$ cat src/rtl/rxq_pkg.sv
package rxq_pkg;
  localparam int NUM_FT = 7;

  typedef enum logic [2:0] {
    FT_SOP  = 3'd0,
    FT_SOP1 = 3'd1,
    FT_SOP2 = 3'd2,
    FT_DBG1 = 3'd3,
    FT_DBG2 = 3'd4,
    FT_HRST = 3'd5,
    FT_CRST = 3'd6
  } frame_t;

  localparam int AL_RXS  = 0;
  localparam int AL_OVF  = 1;
  localparam int AL_BEG  = 2;
  localparam int AL_HRST = 3;
  localparam int AL_W    = 4;
endpackage

$ cat src/rtl/rxq_admit.sv
module rxq_admit
  import rxq_pkg::*;
#(
  parameter int LEN_W     = 9,
  parameter int SHORT_MAX = 31,
  parameter int LONG_MAX  = 265
) (
  input  logic              hdr_valid,
  input  logic [2:0]        hdr_type,
  input  logic [LEN_W-1:0]  hdr_len,
  input  logic              long_cap,
  input  logic [NUM_FT-1:0] det,
  input  logic [1:0]        q_cnt,
  input  logic              filling,
  output logic              take,
  output logic              refuse,
  output logic              is_hrst,
  output logic              is_crst
);
  logic [7:0]       det_ext;
  logic [2:0]       occ;
  logic [LEN_W-1:0] limit;
  logic             enabled;
  logic             fits;

  always_comb begin
    det_ext = 8'(det);
    enabled = det_ext[hdr_type];
    is_hrst = (hdr_type == FT_HRST);
    is_crst = (hdr_type == FT_CRST);
    // a cable reset flushes first, so it sees an empty queue
    occ     = is_crst ? 3'd0 : ({1'b0, q_cnt} + {2'b00, filling});
    limit   = (occ == 3'd0 && long_cap) ? LEN_W'(LONG_MAX) : LEN_W'(SHORT_MAX);
    fits    = is_hrst || ((!filling || is_crst) && occ < 3'd2 && hdr_len <= limit);
    take    = hdr_valid && enabled && fits;
    refuse  = hdr_valid && !take;
  end
endmodule

$ cat src/rtl/rxq_store.sv
module rxq_store #(
  parameter int DEPTH = 265,
  parameter int AW    = 9
) (
  input  logic          clk,
  input  logic          we,
  input  logic          wslot,
  input  logic [AW-1:0] waddr,
  input  logic [7:0]    wdata,
  input  logic          rslot,
  input  logic [AW-1:0] raddr,
  output logic [7:0]    rdata
);
  logic [7:0] bank_rd [2];

  for (genvar b = 0; b < 2; b++) begin : g_bank
    logic [7:0] mem [DEPTH];
    always_ff @(posedge clk) begin
      if (we && (wslot == 1'(b))) mem[waddr] <= wdata;
    end
    assign bank_rd[b] = mem[raddr];
  end

  assign rdata = bank_rd[rslot];
endmodule

$ cat src/rtl/rx_msg_queue.sv
module rx_msg_queue
  import rxq_pkg::*;
#(
  parameter int SHORT_MAX    = 31,
  parameter int LONG_MAX     = 265,
  parameter int BEGIN_THRESH = 133,
  localparam int LEN_W       = $clog2(LONG_MAX + 1)
) (
  input  logic              clk,
  input  logic              rst_n,
  input  logic              det_we,
  input  logic [NUM_FT-1:0] det_wdata,
  output logic [NUM_FT-1:0] det_en,
  input  logic              long_cap,
  input  logic              hdr_valid,
  input  logic [2:0]        hdr_type,
  input  logic [LEN_W-1:0]  hdr_len,
  output logic              hdr_ack,
  output logic              hdr_nak,
  input  logic              byte_valid,
  input  logic [7:0]        byte_data,
  input  logic              rd_en,
  input  logic [LEN_W-1:0]  rd_idx,
  output logic [7:0]        rd_data,
  input  logic              rewind,
  input  logic [AL_W-1:0]   alert_clr,
  output logic [AL_W-1:0]   alert,
  input  logic              fault_clr,
  output logic              fault_iface
);
  logic [NUM_FT-1:0]       det_q, det_d;
  logic [1:0]              q_cnt_q, q_cnt_d, remain, base;
  logic                    fill_q, fill_d, head_q, head_d, wslot_q, wslot_d, wslot_n;
  logic [LEN_W-1:0]        wptr_q, wptr_d, rptr_q, rptr_d, done_len;
  logic [1:0][LEN_W-1:0]   len_q, len_d;
  logic [1:0][2:0]         type_q, type_d;
  logic [AL_W-1:0]         alert_q, alert_d;
  logic                    fault_q, fault_d, ack_q, nak_q;
  logic [7:0]              rd_data_q, rd_data_d, mem_rdata;
  logic                    take, refuse, is_hrst, is_crst;
  logic                    pop, flush, mem_we, done, present;

  rxq_admit #(.LEN_W(LEN_W), .SHORT_MAX(SHORT_MAX), .LONG_MAX(LONG_MAX)) u_admit (
    .hdr_valid(hdr_valid), .hdr_type(hdr_type), .hdr_len(hdr_len), .long_cap(long_cap),
    .det(det_q), .q_cnt(q_cnt_q), .filling(fill_q),
    .take(take), .refuse(refuse), .is_hrst(is_hrst), .is_crst(is_crst)
  );

  rxq_store #(.DEPTH(LONG_MAX), .AW(LEN_W)) u_store (
    .clk(clk), .we(mem_we), .wslot(wslot_q), .waddr(wptr_q), .wdata(byte_data),
    .rslot(head_q), .raddr(rptr_q), .rdata(mem_rdata)
  );

  always_comb begin
    det_d = det_q;  fill_d = fill_q;  head_d = head_q;  wslot_d = wslot_q;
    wptr_d = wptr_q;  rptr_d = rptr_q;  len_d = len_q;  type_d = type_q;
    alert_d = alert_q;  fault_d = fault_q;  rd_data_d = rd_data_q;
    mem_we = 1'b0;  done = 1'b0;  done_len = '0;  base = '0;  wslot_n = head_q;
    present = (q_cnt_q != 2'd0);
    pop     = alert_clr[AL_RXS] && present;
    remain  = q_cnt_q - {1'b0, pop};
    flush   = (det_we && det_wdata == '0) || (take && (is_hrst || is_crst));

    if (fault_clr) fault_d = 1'b0;
    for (int i = 1; i < AL_W; i++) if (alert_clr[i]) alert_d[i] = 1'b0;
    if (alert_clr[AL_RXS]) begin
      alert_d[AL_RXS] = (remain != 2'd0);
      alert_d[AL_OVF] = 1'b0;
    end

    // read port on the current head
    if (rd_en) begin
      rd_data_d = '0;
      if (rd_idx == '0) begin
        if (present) rd_data_d = 8'({1'b0, len_q[head_q]} + 1'b1);
      end else if (rd_idx == LEN_W'(1)) begin
        if (present) rd_data_d = 8'(type_q[head_q]);
      end else if (present && rptr_q < len_q[head_q]) begin
        rd_data_d = mem_rdata;
        rptr_d    = rptr_q + 1'b1;
      end else begin
        fault_d = 1'b1;
      end
    end
    if (rewind) rptr_d = '0;
    if (pop) begin
      head_d = ~head_q;
      rptr_d = '0;
    end

    // payload fill
    if (fill_q && byte_valid && !take && !flush) begin
      mem_we = 1'b1;
      wptr_d = wptr_q + 1'b1;
      if (wptr_q == len_q[wslot_q] - 1'b1) begin
        done     = 1'b1;
        fill_d   = 1'b0;
        done_len = len_q[wslot_q];
      end
    end

    if (det_we) det_d = det_wdata;
    if (flush) begin
      fill_d = 1'b0;
      rptr_d = '0;
    end

    if (take && is_hrst) begin
      det_d            = '0;
      alert_d[AL_HRST] = 1'b1;
    end else if (take) begin
      base          = is_crst ? 2'd0 : remain;
      wslot_n       = head_d ^ base[0];
      wslot_d       = wslot_n;
      wptr_d        = '0;
      len_d[wslot_n]  = hdr_len;
      type_d[wslot_n] = hdr_type;
      if (hdr_len == '0) done = 1'b1;
      else               fill_d = 1'b1;
    end

    q_cnt_d = (flush ? 2'd0 : remain) + {1'b0, done};
    if (done) begin
      alert_d[AL_RXS] = 1'b1;
      if (!flush && remain == 2'd1) alert_d[AL_OVF] = 1'b1;
      if (done_len > LEN_W'(BEGIN_THRESH)) alert_d[AL_BEG] = 1'b1;
    end
  end

  always_ff @(posedge clk or negedge rst_n) begin
    if (!rst_n) begin
      det_q <= '0;  q_cnt_q <= '0;  fill_q <= 1'b0;  head_q <= 1'b0;  wslot_q <= 1'b0;
      wptr_q <= '0;  rptr_q <= '0;  len_q <= '0;  type_q <= '0;  alert_q <= '0;
      fault_q <= 1'b0;  ack_q <= 1'b0;  nak_q <= 1'b0;  rd_data_q <= '0;
    end else begin
      det_q <= det_d;  q_cnt_q <= q_cnt_d;  fill_q <= fill_d;  head_q <= head_d;
      wslot_q <= wslot_d;  wptr_q <= wptr_d;  rptr_q <= rptr_d;  len_q <= len_d;
      type_q <= type_d;  alert_q <= alert_d;  fault_q <= fault_d;
      ack_q <= take;  nak_q <= refuse;  rd_data_q <= rd_data_d;
    end
  end

  assign det_en      = det_q;
  assign hdr_ack     = ack_q;
  assign hdr_nak     = nak_q;
  assign rd_data     = rd_data_q;
  assign alert       = alert_q;
  assign fault_iface = fault_q;

  assert_code7_refused_R1: assert property (@(posedge clk) disable iff (!rst_n)
    (hdr_valid && hdr_type == 3'd7) |=> (hdr_nak && !hdr_ack));
  assert_depth_bound_R2: assert property (@(posedge clk) disable iff (!rst_n)
    q_cnt_q <= 2'd2);
  assert_fill_in_range_R2: assert property (@(posedge clk) disable iff (!rst_n)
    fill_q |-> (wptr_q < len_q[wslot_q]));
  assert_ovf_two_held_R3: assert property (@(posedge clk) disable iff (!rst_n)
    $rose(alert_q[AL_OVF]) |-> (q_cnt_q == 2'd2));
  assert_empty_read_fault_R6: assert property (@(posedge clk) disable iff (!rst_n)
    (rd_en && rd_idx > LEN_W'(1) && q_cnt_q == 2'd0) |=> fault_iface);
  assert_hrst_flush_R7: assert property (@(posedge clk) disable iff (!rst_n)
    (take && is_hrst) |=> (det_q == '0 && q_cnt_q == 2'd0 && alert_q[AL_HRST]));
  assert_status_while_held_R10: assert property (@(posedge clk) disable iff (!rst_n)
    (q_cnt_q != 2'd0) |-> alert_q[AL_RXS]);
endmodule

$ cat config.mk
export PLATFORM = sky130hd
export DESIGN_NAME = rx_msg_queue
export DESIGN_NICKNAME = d
export VERILOG_FILES = /design/src/rtl/rxq_pkg.sv /design/src/rtl/rxq_admit.sv /design/src/rtl/rxq_store.sv /design/src/rtl/rx_msg_queue.sv
export SDC_FILE = /design/constraint.sdc
export NUM_CORES = 2
export LEC_CHECK = 0
export CAP_MARGIN = 20
export CORE_MARGIN = 1.5
export CORE_UTILIZATION = 55
export DETAILED_ROUTE_END_ITERATION = 8
export DONT_BUFFER_PORTS = 1
export MAX_ROUTING_LAYER = met4
export PLACE_DENSITY = 0.7
export SYNTH_ARGS = -nofsm -noshare
export SYNTH_HDL_FRONTEND = slang
export SYNTH_MEMORY_MAX_BITS = 65536
export SYNTH_SLANG_ARGS = --single-unit
$ cat constraint.sdc
create_clock -name clk -period 12.95 [get_ports clk]
set_input_delay 0.6475 -clock clk [delete_from_list [all_inputs] [get_ports clk]]
set_output_delay 0.6475 -clock clk [all_outputs]
set_load 0.005 [all_outputs]
======== Yosys cells after proc, flatten, opt, wreduce, memory -nomap -nowiden ========
Memories as Yosys holds them, arrays and structs flattened.
Cells that the tools add are included.
operators by class
  add/subtract/negate cells ............... 7
  order comparisons ....................... 10
  eq/ne operators ......................... 7
  mux-type cells .......................... 70
  bitwise logic cells ..................... 5
  reductions and logical operators ........ 38
operators with widths
  kind                 number
  $mux 9               18
  $mux 8               7
  $mux 1               30
  $add 9x1->9 const B  2
  $bwmux 18            1
  $logic_and 1x1->1    18
  $logic_not 9->1      2
  $mux 3               6
  $mux 7               2
  $reduce_bool 2->1    5
  $demux 9 s1          1
  $eq 9x1->1 const B   1
  $eq 9x9->1           1
  $gt 9x8->1 const B   1
  $le 9x9->1           1
  $lt 9x9->1           1
  $sub 9x1->9 const B  1
  $add 8x1->8 const B  1
  $ne 4x4->1 const B   2
  $reduce_bool 4->1    2
  $logic_not 7->1      1
  $bwmux 6             1
  $eq 3x3->1 const B   2
  $lt 1x2->1 const B   3
  other kinds (19)     27
storage, ports and cells
  flip-flop bits (word level) ............. 69
  RAM bits ................................ 4,240
  input port bits ......................... 49
  output and inout port bits .............. 22
  word-level logic and storage cells ...... 157
  memories kept ........................... 2
memories
  name                   words  bits a word  rd ports  clocked after memory_dff  wr ports  line             source
  u_store.g_bank[0].mem  265    8            1         0                         1         rxq_store.sv:17  logic [7:0] mem [DEPTH];
  u_store.g_bank[1].mem  265    8            1         0                         1         rxq_store.sv:17

======== Longest topological paths before layout ========
  depth in word-level cells ............... 18
  mapped depth ............................ 17
  mapped depth without buffers ............ 16

======== Modules after synthesis ========
A second synthesis with hierarchy kept.
unflattened totals
  cells, all modules ...................... 7,988
  area total of the unflattened synthesis .. 168,624.2 um^2
by module, submodules not included
  module        instances  cells an instance  area an instance (um^2)  seq. area each (um^2)
  rxq_store     1          7,568              164,421.4                127,322.1
  rx_msg_queue  1          387                3,938.8                  1,726.7
  rxq_admit     1          33                 264.0                    0.0

======== Least setup slack after synthesis ========
Ideal clock, no wire load.
  kind .................................... input to register
  start ................................... input port hdr_type[0]
  end ..................................... memory u_store.g_bank[1].mem[256][0] (enable)
  setup time .............................. 0.370 ns
  data arrival time ....................... 3.893 ns
  data required time ...................... 12.580 ns
  slack ................................... 8.687 ns
  cell stages on the path ................. 15
  buffers on the path ..................... 3
  cells stage by stage .................... clkbuf_1 > and3b_1 > o21ai_0 > inv_1 > ha_1 > a21oi_1 > o21ai_0 > a21o_1 > a21oi_1 > nand4bb_1 > clkbuf_1 > nor3_1 > nand3_1 > clkbuf_1 > nor2_1
between the ends
  longest elaborated chain between the ends .. 17
  elaborated cells between the ends (all ways) .. 27
  those cells by class .................... order compare: 2; eq/ne: 2; mux: 7; reduce/logical: 16
RTL lines
  item                            line                source
  start: declaration              rx_msg_queue.sv:16  input logic [2:0] hdr_type,
  $eq 3x3->1                      rxq_admit.sv:30     is_crst = (hdr_type == FT_CRST);
  $mux 3                          rxq_admit.sv:32     occ = is_crst ? 3'd0 : ({1'b0, q_cnt} + {2'b00, filling});
  $logic_not 3->1                 rxq_admit.sv:33     limit = (occ == 3'd0 && long_cap) ? LEN_W'(LONG_MAX) : LEN_W'(SHORT_MAX);
  $logic_and 1x1->1               rxq_admit.sv:33
  $mux 9                          rxq_admit.sv:33
  $le 9x9->1                      rxq_admit.sv:34     fits = is_hrst || ((!filling || is_crst) && occ < 3'd2 && hdr_len <= limit);
  $logic_and 1x1->1               rxq_admit.sv:34
  $logic_or 1x1->1                rxq_admit.sv:34
  $logic_and 1x1->1               rxq_admit.sv:35     take = hdr_valid && enabled && fits;
  $logic_and 1x1->1               rx_msg_queue.sv:62  flush = (det_we && det_wdata == '0) || (take && (is_hrst || is_crst));
  $logic_or 1x1->1                rx_msg_queue.sv:62
  $logic_not 1->1                 rx_msg_queue.sv:92  if (fill_q && byte_valid && !take && !flush) begin
  $logic_and 1x1->1 *             rx_msg_queue.sv:92
  $mux 1 *                        rx_msg_queue.sv:92
  $logic_and 1x1->1 *             rxq_store.sv:19     if (we && (wslot == 1'(b))) mem[waddr] <= wdata;
  $mux 1 *                        rxq_store.sv:19
  $mux 1 (not written as such) *  rxq_store.sv:19
  end: declaration                rxq_store.sv:17
Every way passes the cells marked *; elsewhere a longest branch is shown, timed or not. The select of a mux whose other input is x is not followed.

======== Final worst setup path ========
  start ................................... register rptr_q[0]
  end ..................................... register rd_data_q[6], in the netlist rd_data[6]
between the ends
  longest elaborated chain between the ends .. 7
  elaborated cells between the ends (all ways) .. 10
  those cells by class .................... order compare: 1; mux: 6; reduce/logical: 1; memory: 2
RTL lines
  item                                       line                 source
  start: declaration                         rx_msg_queue.sv:34   logic [LEN_W-1:0] wptr_q, wptr_d, rptr_q, rptr_d, done_len;
  start signal: assignment                   rx_msg_queue.sv:137  wslot_q <= wslot_d; wptr_q <= wptr_d; rptr_q <= rptr_d; len_q <= len_d;
  $mem_v2 265x8                              --
  $mux 8 (not written as such) (3 in a row)  rxq_store.sv:24      assign rdata = bank_rd[rslot];
  $mux 8 *                                   rx_msg_queue.sv:78   end else if (present && rptr_q < len_q[head_q]) begin
  $mux 8 *                                   rx_msg_queue.sv:76   end else if (rd_idx == LEN_W'(1)) begin
  $mux 8 *                                   rx_msg_queue.sv:74   if (rd_idx == '0) begin
  end signal: assignment                     rx_msg_queue.sv:139  ack_q <= take; nak_q <= refuse; rd_data_q <= rd_data_d;
  end: declaration                           rx_msg_queue.sv:39   logic [7:0] rd_data_q, rd_data_d, mem_rdata;
Marks and branches as above.
A chain may end at the register's enable or synchronous reset.

==> key figures <==
Outcome
  – Outcome: complete, but fails checks
  – Failing checks: negative hold slack, max-slew violations

Global routing
  – Grt peak-use layer: met2
  – M2 GR Usage: 43.92%
  – GR Overflow Total: 0
  – First-pass GRT wire length: 638.6 mm
  – Initial antenna violation count: 31
  – Tot GR Track Use: 30.20%
  – Met1 Usage GRT: 41.86%
  – Number of global-route vias before repair: 84010
  – Largest net degree at the start of global routing: 531
  – Met3 Use GR: 7.277%

Clock network
  – CTS tree: yes
  – Clock-pin slew on the worst setup and hold paths: 0.07 ns
  – Clk buf depth: 4
  – Worst skew pair latency: 0.99 ns
  – Post-cts repair resize count: 0
  – H-tree lvl count: 5
  – CTS root buffer: clkbuf_16
  – TritonCTS Sinks: 4309
  – Number of CTS-inserted buffers: 414

Floorplanning
  – Die area: 310000 um2
  – Rows: 203
  – Initial Util: 55.19%
  – Core Area: 305600 um2
  – DIE WIDTH: 556.7 um
  – Height of the die: 556.7 um
  – # IOs: 71

Yosys
  – Synth unique cells: 91
  – Post-synth ARST share: 1.601%
  – Cell Area, Synth: 168600 um2
  – Number of flops mapped to enable cells by yosys: 4240
  – Sequential area share after synthesis: 76.52%
  – Main synth FF type: edfxtp_1
  – Post-Syn Nets: 8081
  – Avg Inst Size Synth: 21.06 um2
  – Cells after synthesis: 8009
  – Yosys warns: 0
  – Synth Register Bits: 4309

Route
  – Routed Antenna Nets: 0
  – Pre-antenna DRT Iters: 8
  – DR WL/cell: 36.01 um
  – Final WL: 454.7 mm
  – Vias: 86060
  – Vias per cell: 6.816
  – DRC errors left: 0
  – First DRT Iteration DRCs: 14380

Worst setup path
  – Critical Path Sink Type: flop
  – Worst Path Required: 13.79 ns
  – Worst setup SP type: flop
  – Crit path kind: flop to flop
  – Crit Path Max Fanout: 95
  – Data arrival time of the critical path: 6.59 ns

Timing
  – Fmax: 0.1739 GHz
  – Hold WS: -0.005307 ns
  – Final Cycle Share: 44.41%
  – Clock Skews: 0.07133 ns
  – RSZ-0062 raised after global routing: no
  – Final Hold Violating Endpoints: 7
  – Setup violators final: 0
  – Period minus WS final: 5.752 ns
  – Slew HR: -64.12%
  – Setup TNS: 0 ns
  – Worst-Margin Slew: 2.462 ns
  – Final-report max-slew violation count: 1845

Layout
  – Nets: 8228
  – Finished Layout Cells: 12630
  – Share of layout cells above drive strength 1: 22.40%
  – Synth-to-Final Area Change: 10.67%

Place
  – Dpl hpwl: 257.0 mm
  – Final GP Congestion: 0.8966
  – Placed Cells incl. Taps: 11780
  – # port buffers: 0

Pwr
  – Maximum VDD drop: 0.0001533 V
  – Cell Pwr Density: 170.9 nW/um2
  – Leak: 56.45 nW

Job
  – Total of max-cap violations: 0

Worst hold path
  – Worst hold path type: input port to flop
==> kinds of logic after synthesis <==
logic type,synth area share [%]
flops,76.52
mux,16.02
simple gates,2.679
compound gates,2.718
buf+inv,1.712
xor+xnor,0.1766
fa+ha+maj,0.1706
==> per-layer routing <==
layer	wire (um)	vias up	share of wire, %
li1	-	33680	-
met1	167100	45390	37
met5	0	-	0
met2	209200	6094	46
met3	59160	902	13
met4	19200	0	4.2
==> stage by stage <==
step	util [%]	setup slack [ns]	power, mW	area (um2)	hold WS, ns
5_1_grt	61.07	6.853	32.68	186600	0.006284
3_5_place_dp	56.55	7.037	20.32	172800	0.3566
4_1_cts	60.98	7.041	31.88	186300	0.003649
3_3_place_gp	56.52	7.020	20.28	172700	0.3543
6_report	61.08	7.198	31.90	186600	-0.005307
2_1_floorplan	-	8.687	19.17	168600	0.3519
==> cells in the final DEF, fill, tap and decap left out, types with 32 or more instances in the layout <==
cell type / n
a211oi_1: 53
a21oi_1: 108
a221oi_1: 47
a22oi_1: 79
buf_4: 151
clkbuf_1: 101
clkbuf_16: 417
clkinv_1: 95
clkinv_2: 71
dfrtp_1: 61
diode_2: 32
dlygate4sd3_1: 44
edfxtp_1: 4240
mux2_2: 42
mux2i_1: 334
mux4_2: 1029
nand2_1: 197
nand3_1: 46
nor2_1: 620
o21ai_0: 77
o221ai_1: 46
o22ai_1: 61
==> registers in the layout, summed over array words and instances, names as in the netlist <==
name                flops
alert                   4
det_en                  7
fault_iface             1
fill_q                  1
hdr_ack                 1
hdr_nak                 1
head_q                  1
len_q                  18
q_cnt_q                 2
rd_data                 8
rptr_q                  9
type_q                  6
u_store.g_bank.mem   4240
wptr_q                  9
wslot_q                 1
==> cell usage after synthesis, drive strengths merged (63+ instances only) <==
cell type	count	area share (%)
a21oi	108	0.32
a22oi	79	0.35
buf	271	1.1
clkbuf	230	0.51
dfrtp	69	1.0
edfxtp	4240	75
mux2i	336	2.0
mux4	1029	14
nand2	214	0.48
nand3	63	0.19
nor2	625	1.4
o21ai	80	0.24
==> area by class of cell <==
class | count | area [um2]
diodes | 32 | 80.08
repair buffers | 232 | 2262
multi-input cells | 3172 | 36940
well taps | 4100 | 5130
clock inverters | 236 | 2208
flip-flops and latches | 4309 | 129100
clock buffers | 519 | 10830
inverters | 27 | 117.6
fillers | 20690 | 118900
==> path summary, 6_finish.rpt <==
check	start	to	slack (ns)	cells past startpoint
worst max-delay path	rptr_q[0]	rd_data[6]	7.20	10
worst min-delay path	byte_data[5]	u_store.g_bank[1].mem[6][5]	-0.005	1
worst max register to register	rptr_q[0]	rd_data[6]	7.20	10
worst min register to register	type_q[3]	type_q[3]	0.52	1
max in group asynchronous	rst_n	rptr_q[5]	12.29	2
min in group asynchronous	rst_n	fault_iface	0.25	2
==> repair_timing <==
item	in CTS	in global routing
endpoints found under the hold margin	202	68
hold buffers	44	6
buffers inserted	0	0
==> worst max-delay path, cell delays in order, from the launching register on <==
cell,delay [ns]
dfrtp_4,0.75
buf_12,0.49
buf_12,0.54
buf_12,0.63
mux4_2,0.65
a22o_1,0.21
a221oi_1,0.63
o22ai_1,0.29
nor4_1,0.34
o21ai_0,0.45
a31o_1,0.37
==> power breakdown <==
group | switching [mW] | total [mW] | internal (mW)
logic | 2.52 | 4.58 | 2.07
clock network | 5.24 | 11.7 | 6.50
registers | 0.155 | 15.6 | 15.4
total | 7.91 | 31.9 | 24.0
No activity file was read; power rests on OpenSTA's default activity.
